[src/rtl/grp_irq_pkg.sv]
package grp_irq_pkg;
  function automatic int unsigned grp_of(int unsigned src, int unsigned ngrp);
    return src % ngrp;
  endfunction

  function automatic int unsigned fld_lsb(int unsigned grp, int unsigned lvlw);
    return grp * lvlw;
  endfunction
endpackage

[src/rtl/grp_irq_arb.sv]
module grp_irq_arb
  import grp_irq_pkg::*;
#(
  parameter int NSRC = 18,
  parameter int NGRP = 6,
  parameter int LVLW = 2,
  parameter int IDXW = 5
) (
  input  logic [NSRC-1:0]      elig_i,
  input  logic [NGRP*LVLW-1:0] prio_i,
  output logic                 win_vld_o,
  output logic [IDXW-1:0]      win_idx_o,
  output logic [LVLW-1:0]      win_lvl_o
);
  logic [LVLW-1:0] src_lvl [NSRC];

  for (genvar s = 0; s < NSRC; s++) begin : g_lvl
    localparam int LSB = fld_lsb(grp_of(s, NGRP), LVLW);
    assign src_lvl[s] = prio_i[LSB +: LVLW];
  end

  always_comb begin
    win_vld_o = 1'b0;
    win_idx_o = '0;
    win_lvl_o = '0;
    for (int s = 0; s < NSRC; s++) begin
      if (elig_i[s] && (!win_vld_o || src_lvl[s] > win_lvl_o)) begin
        win_vld_o = 1'b1;
        win_idx_o = IDXW'(s);
        win_lvl_o = src_lvl[s];
      end
    end
  end

  always_comb begin
    if (win_vld_o) begin
      a_r3_winner_eligible: assert (elig_i[win_idx_o]);
    end
  end
endmodule

[src/rtl/grp_irq_isr.sv]
module grp_irq_isr #(
  parameter int LVLW = 2,
  localparam int NLVL = 2**LVLW
) (
  input  logic            clk,
  input  logic            rst_n,
  input  logic            push_i,
  input  logic [LVLW-1:0] push_lvl_i,
  input  logic            pop_i,
  output logic            busy_o,
  output logic [LVLW-1:0] top_lvl_o
);
  logic [NLVL-1:0] mask_q;

  always_comb begin
    top_lvl_o = '0;
    for (int i = 0; i < NLVL; i++) begin
      if (mask_q[i]) top_lvl_o = LVLW'(i);
    end
  end
  assign busy_o = |mask_q;

  always_ff @(posedge clk or negedge rst_n) begin
    if (!rst_n) begin
      mask_q <= '0;
    end else if (pop_i) begin
      if (busy_o) mask_q[top_lvl_o] <= 1'b0;
    end else if (push_i) begin
      mask_q[push_lvl_i] <= 1'b1;
    end
  end

  a_r8_push_adds_one: assert property (@(posedge clk) disable iff (!rst_n)
    (push_i && !pop_i) |=> $countones(mask_q) == $past($countones(mask_q)) + 1);
  a_r7_pop_removes_one: assert property (@(posedge clk) disable iff (!rst_n)
    (pop_i && busy_o) |=> $countones(mask_q) == $past($countones(mask_q)) - 1);
  a_r5_push_above_top: assert property (@(posedge clk) disable iff (!rst_n)
    (push_i && busy_o) |-> push_lvl_i > top_lvl_o);
endmodule

[src/rtl/grp_irq_wake.sv]
module grp_irq_wake #(
  parameter int              NSRC      = 18,
  parameter logic [NSRC-1:0] WAKE_MASK = 18'h00027
) (
  input  logic [NSRC-1:0] req_i,
  input  logic [NSRC-1:0] en_i,
  output logic            wake_o
);
  logic [NSRC-1:0] wake_src;
  assign wake_src = req_i & en_i & WAKE_MASK;
  assign wake_o   = |wake_src;

  always_comb begin
    if (wake_o) begin
      a_r9_wake_needs_enabled: assert ((req_i & en_i) != '0);
    end
  end
endmodule

[src/rtl/grp_irq_ctrl.sv]
module grp_irq_ctrl #(
  parameter int              NSRC      = 18,
  parameter int              NGRP      = 6,
  parameter int              LVLW      = 2,
  parameter logic [NSRC-1:0] WAKE_MASK = 18'h00027,
  localparam int             IDXW      = $clog2(NSRC)
) (
  input  logic                 clk,
  input  logic                 rst_n,
  input  logic [NSRC-1:0]      irq_req_i,
  input  logic [NSRC-1:0]      src_en_i,
  input  logic                 glob_en_i,
  input  logic [NGRP*LVLW-1:0] grp_prio_i,
  input  logic                 ack_i,
  input  logic                 reti_i,
  output logic                 irq_o,
  output logic [IDXW-1:0]      vec_o,
  output logic                 wake_o
);
  logic [NSRC-1:0] elig;
  logic            win_vld;
  logic [IDXW-1:0] win_idx;
  logic [LVLW-1:0] win_lvl;
  logic            isr_busy;
  logic [LVLW-1:0] isr_top;
  logic            take;

  assign elig = irq_req_i & src_en_i & {NSRC{glob_en_i}};

  grp_irq_arb #(.NSRC(NSRC), .NGRP(NGRP), .LVLW(LVLW), .IDXW(IDXW)) u_arb (
    .elig_i    (elig),
    .prio_i    (grp_prio_i),
    .win_vld_o (win_vld),
    .win_idx_o (win_idx),
    .win_lvl_o (win_lvl)
  );

  assign irq_o = win_vld && (!isr_busy || win_lvl > isr_top);
  assign take  = ack_i && irq_o && !reti_i;

  grp_irq_isr #(.LVLW(LVLW)) u_isr (
    .clk        (clk),
    .rst_n      (rst_n),
    .push_i     (take),
    .push_lvl_i (win_lvl),
    .pop_i      (reti_i),
    .busy_o     (isr_busy),
    .top_lvl_o  (isr_top)
  );

  grp_irq_wake #(.NSRC(NSRC), .WAKE_MASK(WAKE_MASK)) u_wake (
    .req_i  (irq_req_i),
    .en_i   (src_en_i),
    .wake_o (wake_o)
  );

  always_ff @(posedge clk or negedge rst_n) begin
    if (!rst_n)    vec_o <= '0;
    else if (take) vec_o <= win_idx;
  end

  a_r4_off_no_irq: assert property (@(posedge clk) disable iff (!rst_n)
    !glob_en_i |-> !irq_o);
  a_r4_irq_src_enabled: assert property (@(posedge clk) disable iff (!rst_n)
    irq_o |-> (src_en_i[win_idx] && irq_req_i[win_idx]));
  a_r6_vec_latched: assert property (@(posedge clk) disable iff (!rst_n)
    take |=> vec_o == $past(win_idx));
  a_r10_vec_holds: assert property (@(posedge clk) disable iff (!rst_n)
    !take |=> $stable(vec_o));
endmodule

[config.mk]
export PLATFORM = sky130hd
export DESIGN_NAME = grp_irq_ctrl
export DESIGN_NICKNAME = d
export VERILOG_FILES = /design/src/rtl/grp_irq_pkg.sv /design/src/rtl/grp_irq_arb.sv /design/src/rtl/grp_irq_isr.sv /design/src/rtl/grp_irq_wake.sv /design/src/rtl/grp_irq_ctrl.sv
export SDC_FILE = /design/constraint.sdc
export NUM_CORES = 1
export LEC_CHECK = 0
export BUFFER_PORTS_ARGS = -buffer_cell sky130_fd_sc_hd__buf_4
export CAP_MARGIN = 5
export CORE_ASPECT_RATIO = 2
export CORE_MARGIN = 1
export CORE_UTILIZATION = 41
export CTS_CLUSTER_SIZE = 8
export DETAILED_ROUTE_END_ITERATION = 12
export GPL_TIMING_DRIVEN = 0
export PLACE_DENSITY = 0.71
export SETUP_SLACK_MARGIN = 0.5
export SLEW_MARGIN = 15
export SYNTH_ARGS = -nofsm -noshare
export SYNTH_HDL_FRONTEND = slang
export SYNTH_SLANG_ARGS = --single-unit
export TNS_END_PERCENT = 1
[constraint.sdc]
create_clock -name clk -period 70.3 [get_ports clk]
set_input_delay 14.06 -clock clk [delete_from_list [all_inputs] [get_ports clk]]
set_output_delay 14.06 -clock clk [all_outputs]
set_load 0.05 [all_outputs]
## Word level (Yosys, flattened, before mapping)

Index checks and enable logic that the tools add are counted.

- Register bits: 9
- Latch bits: 0
- Bits in writable memories: 0
- Memory bits (read-only): 0
- Input bits: 53
- Output and inout port bits: 7
- Logic and storage cells: 156
- Memories: 0

- Add/sub/neg operators: 0
- $mul: 0
- Divide/modulo/power cells: 0
- $lt $le $gt $ge: 22
- Equal/unequal tests: 1
- Shifts and indexed selects: 0
- Mux-type cells: 63
- Bitwise gates (word level): 5
- Reduce and logical (&&, ||, !) cells: 63

Operators by type and width:

| operator | count |
|---|---|
| $mux W2 | 22 |
| $mux W4 | 11 |
| $and A18 B18 Y18 | 2 |
| $gt A2 B2 Y1 | 18 |
| $logic_and A1 B1 Y1 | 22 |
| $mux W1 | 22 |
| $logic_not A1 Y1 | 19 |
| $logic_or A1 B1 Y1 | 18 |
| $mux W3 | 4 |
| $mux W5 | 2 |
| $reduce_or A4 Y1 | 2 |
| $lt A2 B3 Y1 const B | 2 |
| $and A4 B4 Y4 | 1 |
| $demux W1 S2 | 2 |
| $ge A2 B1 Y1 const B | 2 |
| $not A4 Y4 | 1 |
| $or A4 B4 Y4 | 1 |
| $ne A2 B1 Y1 const B | 1 |
| $reduce_and A2 Y1 | 1 |
| $reduce_bool A2 Y1 | 1 |

## Longest topological paths before layout

Gate-level depths: netlist of the first run.

- Depth in word-level cells: 78
- Depth in mapped cells: 116
- Depth with buffers taken out: 116

## By module

A second synthesis of the first run with hierarchy kept.

- Cell total of the unflattened synthesis: 342
- Area, all modules: 2,519.9 µm²

Modules (own cells, without submodules):

| module | instances | cells each | area an instance (µm²) | sequential area each (µm²) |
|---|---|---|---|---|
| grp_irq_arb | 1 | 280 | 1,888.1 | 0.0 |
| grp_irq_ctrl | 1 | 40 | 407.9 | 125.1 |
| grp_irq_isr | 1 | 19 | 205.2 | 100.1 |
| grp_irq_wake | 1 | 3 | 18.8 | 0.0 |

## Worst setup path after synthesis of the first run

Ideal clock, no wire load.

- Path kind: input to output
- From: in glob_en_i
- To: out irq_o
- Arrival time: 35.734 ns
- Slack: 20.506 ns
- Cell stages on the path: 106
- Path through: clkbuf_1 nand4_1 ha_1 nor2b_1 o311ai_2 mux2i_1 inv_1 ha_1 nor2b_1 o21ai_0 a21oi_1 mux2_2 ha_1 nand2_1 o21ai_0 a211oi_2 mux2_2 or2_2 [70 not listed] o21a_1 ha_1 nand2_1 o21ai_0 a21oi_4 mux2i_1 nor2_1 ha_1 nand2_1 o21ai_0 a21oi_1 nand2_1 o31ai_4 inv_2 ha_1 nand2_1 o21ai_0 a21oi_1

- Word-level cells in the longest chain between the ends: 73
- Elaborated cells on any way between the ends: 108

RTL lines:

| what | RTL line | source |
|---|---|---|
| start, declared | grp_irq_ctrl.sv:12 | `input logic glob_en_i,` |
| $and A18 B18 Y18 (*) | grp_irq_ctrl.sv:28 | `assign elig = irq_req_i & src_en_i & {NSRC{glob_en_i}};` |
| $mux W2 or $mux W1 (tied branches) | grp_irq_arb.sv:27 | `if (elig_i[s] && (!win_vld_o \|\| src_lvl[s] > win_lvl_o)) begin` |
| $gt A2 B2 Y1 or $logic_not A1 Y1 (tied branches) | grp_irq_arb.sv:27 |  |
| $logic_or A1 B1 Y1 | grp_irq_arb.sv:27 |  |
| $logic_and A1 B1 Y1 | grp_irq_arb.sv:27 |  |
| $mux W2 or $mux W1 (tied branches) | grp_irq_arb.sv:27 |  |
| $gt A2 B2 Y1 or $logic_not A1 Y1 (tied branches) | grp_irq_arb.sv:27 |  |
| $logic_or A1 B1 Y1 | grp_irq_arb.sv:27 |  |
| [57 not listed] | -- |  |
| $mux W2 or $mux W1 (tied branches) | grp_irq_arb.sv:27 |  |
| $gt A2 B2 Y1 or $logic_not A1 Y1 (tied branches) | grp_irq_arb.sv:27 |  |
| $logic_or A1 B1 Y1 | grp_irq_arb.sv:27 |  |
| $logic_and A1 B1 Y1 | grp_irq_arb.sv:27 |  |
| $mux W2 | grp_irq_arb.sv:27 |  |
| $gt A2 B2 Y1 | grp_irq_ctrl.sv:38 | `assign irq_o = win_vld && (!isr_busy \|\| win_lvl > isr_top);` |
| $logic_or A1 B1 Y1 | grp_irq_ctrl.sv:38 |  |
| $logic_and A1 B1 Y1 (*) | grp_irq_ctrl.sv:38 |  |
| end, declared | grp_irq_ctrl.sv:16 | `output logic irq_o,` |

Mark *: on every way between the ends. The rest lies on a longest branch, timed or not.

## Final worst setup path of the first run

Ends and elaborated chain as after synthesis.

==> results.ini, run 1 <==
[outcome]
status=complete, no violations

[power]
total_power_w=0.0000565
vdd_drop_max_v=0.0000185
p_per_area_mw_per_mm2=19.8
leakage_nw=1.38

[critical_path]
crit_slowest_cell=a21oi_1
max_stage_delay_ns=0.57
reg2reg_depth=9
r2r_end=vec_o[3]
r2r_start=u_isr.mask_q[3]
critPathMaxFanout=10
critPathRequiredTime_ns=56.24
path_class=primary input to output port
crit_start=glob_en_i
cp_common_cell=ha_1
cp.arrival_ns=38.43
reg2reg_setup_slack_ns=68.04
critPathCaptureType=output port
startpoint_type=primary input

[placed_design]
place.gp.congestion=0.933
io_buffers=59
dp_hpwl_microns=6320
placed_cells=432

[clock_tree]
path_clk_slew_ns=0.04
cts_resized=0
cts_root_buffer=clkbuf_8
postCtsSetupBuffers=0
htree_num_levels=1
clock_latency_ns=0.23
numClockSinks=9
postCtsHoldBufs=0
cts_tree=yes
clockBufferDepth=2
cts_buffers=3

[timing]
rsz0062_at_grt=false
max_freq_mhz=19.1
setup-tns-final_ns=0
hold_viol_final=0
setup_viol_count_final=0
clock_skew_ns=0.00197
relSlewSlack=0.466
post-route-period-util=0.747
worst_pin_slew_ns=0.792
post-route-min-period_ns=52.49
maxSlewViolCount=0

[drt]
drtPass1Iterations=4
drc=0
routed_wl_microns=7290
ant_nets=0
wl_per_cell_microns=16.7
viasPerCell=6.07
first_iter_violations=71
vias=2646

[yosys]
synth_seq_cells=9
seq_area_frac_synth=0.0983
syn_area_per_cell_sq_um=7.32
yosys_warnings=0
synth-main-ff-cell=dfrtp_1
async_reset_ff_frac=1.00
synth-edff-count=0
synth_cell_types=68
syn_nets=392
synthesis.area_sq_mm=0.00229
syn_inst=313

[die]
rows=38
start_util=0.423
die_w_microns=54.9
core-area_sq_mm=0.00542
io_pins=60
fp.dieH_microns=108
dieArea_sq_mm=0.00591

[global_route]
grt_first_pass_wirelength_microns=11400
gr-total-overflow=0
grt_util_all_layers=0.261
grt_max_degree=11
antenna_found_initial=0
first_global_vias=2639

[finish]
nNetsFinal=456
diodes=0
final_common_cell=buf_4
seqCellArea_sq_um=225
areaGrowthSynthToFinish_pct=24.6
fin_cells=436
n_fill_cell=552
final_cell_mix=buf_4, nand2_1, nor2_1
postLayoutCoreUtil=0.527
drive_above_1_share=0.261
multiInputGateArea_sq_mm=0.00197

[flow_run]
drv_cap=0

[worst_hold_path]
hold_class=flop to flop
holdPathStages=2
worstHoldStart=vec_o[3]
min_to=vec_o[3]

critical path: cells and delay by family:
kind | cells | cell delay [ns]
AOI/OAI and AO/OA | 42 | 9.67
and+or+nand+nor | 34 | 5.72
adders and majority gates | 18 | 5.06
muxes | 8 | 3.02
buffers and inverters | 6 | 0.89
metal layers:
| layer | global-route usage | up-vias | part of all wire |
|---|---|---|---|
| li1 | - | 1310 | - |
| met2 | 0.525 | 82 | 0.58 |
| met3 | 0.00706 | 28 | 0.027 |
| met5 | 0 | - | 0 |
| met4 | 0.159 | 0 | 0.065 |
| met1 | 0.222 | 1226 | 0.33 |
sequential cells by signal (all words and copies together), names as in the netlist:
| signal | flops |
|---|---|
| u_isr.mask_q | 4 |
| vec_o | 5 |
Yosys cell counts (all sizes together) (7+ instances only):
cell / n / area, sq um
mux2: 8 / 93.8
nor2b: 11 / 68.8
ha: 26 / 325
and3: 11 / 68.8
nor2: 32 / 120
a21oi: 13 / 76.3
o21ai: 21 / 109
a211oi: 7 / 72.6
dfrtp: 9 / 225
nand2: 47 / 176
nand3: 15 / 87.6
inv: 20 / 75.1
nor3: 8 / 50.1
area by class of cell:
type | instances | area share
clock buffer | 4 | 0.0158
tap | 60 | 0.0263
inverter | 20 | 0.0263
sequential | 9 | 0.0789
buffer | 5 | 0.00920
multi-input combinational | 279 | 0.688
timing repair buffer | 59 | 0.155
power by group:
part / internal, W / leakage, nW / switching [W] / total, W
combinational: 0.0000169 / 1.24 / 0.0000252 / 0.0000421
clock: 0.00000393 / 0.0228 / 0.00000184 / 0.00000577
sequential: 0.00000736 / 0.116 / 0.00000133 / 0.00000869
total: 0.0000281 / 1.38 / 0.0000284 / 0.0000565
metrics by stage:
stage / hold WS, ns / cell area, sq um / setup WS (ns)
2_1_floorplan: 0.478 / 2290 / 20.51
3_3_place_gp: 0.453 / 2810 / 18.41
3_5_place_dp: 0.466 / 2810 / 17.96
4_1_cts: 0.475 / 2860 / 17.92
5_1_grt: 0.504 / 2860 / 16.11
6_report: 0.467 / 2860 / 17.81
worst max path at each step:
stage                  to  slack (ns)  cells past startpoint
floorplan           irq_o       20.51                    106
global placement    irq_o       18.41                    106
detailed placement  irq_o       17.96                    108
CTS                 irq_o       17.92                    108
global route        irq_o       16.11                    106
finish              irq_o       17.81                    108
logic make-up (layout without fill, tap and decap cells):
family,Yosys count,after routing,share of synthesized area
multiplexers,11,11,0.0540
AO/OA/AOI/OAI,90,90,0.324
flip-flops,9,9,0.0983
buffers and inverters,25,88,0.0442
AND/OR/NAND/NOR,152,152,0.337
adder cells (fa/ha/maj),26,26,0.142
(Power assumes the default switching activity.)
==> inputs of run 2 (changes only) <==
--- a/config.mk
+++ b/config.mk
@@ -13,7 +13,7 @@
 export CTS_CLUSTER_SIZE = 8
 export DETAILED_ROUTE_END_ITERATION = 12
 export GPL_TIMING_DRIVEN = 0
-export PLACE_DENSITY = 0.71
+export PLACE_DENSITY = 0.73
 export SETUP_SLACK_MARGIN = 0.5
 export SLEW_MARGIN = 15
 export SYNTH_ARGS = -nofsm -noshare
==> constraint.sdc (replaced) <==
create_clock -name clk -period 44.8 [get_ports clk]
set_input_delay 8.96 -clock clk [delete_from_list [all_inputs] [get_ports clk]]
set_output_delay 8.96 -clock clk [all_outputs]
set_load 0.05 [all_outputs]
==> results.ini, run 2 (synthesized netlist as in run 1, its figures left out) <==
[finish]
final_cell_mix=buf_4, nand2_1, nor2_1
areaGrowthSynthToFinish_pct=24.6  ; unchanged
drive_above_1_share=0.261  ; unchanged
n_fill_cell=557  ; +0.91%
top_register=vec_o
largest_reg_flops=5  ; unchanged
seqCellArea_sq_um=225  ; unchanged
fin_cells=436  ; unchanged
nNetsFinal=456  ; unchanged
postLayoutCoreUtil=0.527  ; unchanged
multiInputGateArea_sq_mm=0.00197  ; unchanged
diodes=0  ; unchanged
reg_top3=vec_o (5), u_isr.mask_q (4)
final_common_cell=buf_4

[critical_path]
critPathMaxFanout=10  ; unchanged
startpoint_type=primary input
reg2reg_depth=9  ; unchanged
max_stage_delay_ns=0.55  ; -0.02 ns
critPathCaptureType=output port
cp_common_cell=ha_1
reg2reg_setup_slack_ns=42.53  ; -25.51 ns
r2r_end=vec_o[3]
r2r_start=u_isr.mask_q[3]
crit_start=glob_en_i
cp.arrival_ns=33.30  ; -5.13 ns
critPathRequiredTime_ns=35.84  ; -20.40 ns
crit_slowest_cell=a21oi_1
path_class=primary input to output port
worstSetupEndpoint=irq_o

[power]
p_sw_w=0.0000442  ; +56%
vdd_drop_max_v=0.0000344  ; +86%
power.share.clock=0.099  ; -0.003
leakage_nw=1.38  ; unchanged
seq_power_share=0.154  ; about the same
p_comb_frac=0.747  ; +0.003
p_int_w=0.0000441  ; +57%
p_per_area_mw_per_mm2=30.9  ; +56%
switching_share=0.501  ; -0.00124

[die]
dieArea_sq_mm=0.00591  ; unchanged
core-area_sq_mm=0.00542  ; unchanged
io_pins=60  ; unchanged
fp.dieH_microns=108  ; unchanged
die_w_microns=54.9  ; unchanged
rows=38  ; unchanged
start_util=0.423  ; unchanged

[flow_run]
drv_cap=0  ; unchanged

[drt]
first_iter_violations=62  ; -13%
wl_per_cell_microns=16.5  ; -1.1%
vias=2646  ; unchanged
drc=0  ; unchanged
ant_nets=0  ; unchanged
viasPerCell=6.07  ; unchanged
drtPass1Iterations=5  ; +1
routed_wl_microns=7210  ; -1.1%

[placed_design]
dp_hpwl_microns=6330  ; about the same
placed_cells=432  ; unchanged
place.gp.congestion=0.971  ; +4.0%
io_buffers=59  ; unchanged

[timing]
setup_viol_count_final=0  ; unchanged
post-route-min-period_ns=42.26
maxSlewViolCount=0  ; unchanged
post-route-period-util=0.943
max_freq_mhz=23.7
setup-tns-final_ns=0  ; unchanged
worst_pin_slew_ns=0.838  ; +0.0462 ns
hold_viol_final=0  ; unchanged
clock_skew_ns=0.000781  ; -0.00119 ns
relSlewSlack=0.441  ; -0.0252
rsz0062_at_grt=false

[global_route]
grt_first_pass_wirelength_microns=11000  ; -3.5%
antenna_found_initial=0  ; unchanged
grt_util_all_layers=0.252  ; -0.00914
grt_max_degree=11  ; unchanged
gr-total-overflow=0  ; unchanged
first_global_vias=2622  ; -0.64%

[clock_tree]
clockBufferDepth=2  ; unchanged
clock_latency_ns=0.22  ; about the same
cts_tree=yes
path_clk_slew_ns=0.04  ; about the same
cts_root_buffer=clkbuf_8
cts_resized=0  ; unchanged
htree_num_levels=1  ; unchanged
postCtsSetupBuffers=0  ; unchanged
numClockSinks=9  ; unchanged
postCtsHoldBufs=0  ; unchanged
cts_buffers=3  ; unchanged

[outcome]
status=complete, no violations

[worst_hold_path]
hold_class=flop to flop
holdPathStages=2  ; unchanged

## run 2: worst min path at each step
stage | end | slack (ns) | startpoint
6_report | vec_o[3] | 0.48 | vec_o[3]
5_1_grt | vec_o[3] | 0.52 | vec_o[3]
4_1_cts | vec_o[3] | 0.49 | vec_o[3]
3_5_place_dp | vec_o[3] | 0.48 | vec_o[3]
3_3_place_gp | vec_o[3] | 0.45 | vec_o[3]
2_1_floorplan | u_isr.mask_q[0] | 0.48 | u_isr.mask_q[0]
## run 2: power groups by stage
stage	registers (W)	logic, W	clock network (W)
final	0.0000136	0.0000659	0.00000874
after global routing	0.0000145	0.0000720	0.00000939
after CTS	0.0000137	0.0000659	0.00000894
after detailed placement	0.0000138	0.0000656	0
after global placement	0.0000136	0.0000639	0
after floorplan	0.0000205	0.0000405	0
## run 2: worst max-delay path: cells and delay by family
family	cells	cell delay (ns)
AOI/OAI and AO/OA	42	9.64
and+or+nand+nor	34	5.74
adders and majority gates	18	5.04
muxes	8	3.03
buffers and inverters	6	0.87
## run 2: stage by stage
| step | power (W) | instance area [sq um] | hold slack, ns | setup slack [ns] |
|---|---|---|---|---|
| 6_report | 0.0000883 | 2860 | 0.475 | 2.54 |
| 5_1_grt | 0.0000959 | 2860 | 0.524 | 0.771 |
| 4_1_cts | 0.0000886 | 2860 | 0.486 | 2.63 |
| 3_5_place_dp | 0.0000794 | 2810 | 0.477 | 2.73 |
| 3_3_place_gp | 0.0000775 | 2810 | 0.455 | 3.11 |
| 2_1_floorplan | 0.0000610 | 2290 | 0.478 | 5.21 |
## run 2: final cells by class
| class | instances | share of cell area |
|---|---|---|
| plain buffers | 5 | 0.00920 |
| clock buffers | 4 | 0.0158 |
| inverters | 20 | 0.0263 |
| multi-input cells | 279 | 0.688 |
| flip-flops and latches | 9 | 0.0789 |
| well taps | 60 | 0.0263 |
| repair buffers | 59 | 0.155 |
## run 2: metal layers
layer,track usage,vias up,wire length (microns)
met2,0.483,94,4010
met5,0,-,0
met3,0.00847,37,216
met4,0.205,0,623
li1,-,1301,-
met1,0.212,1214,2360
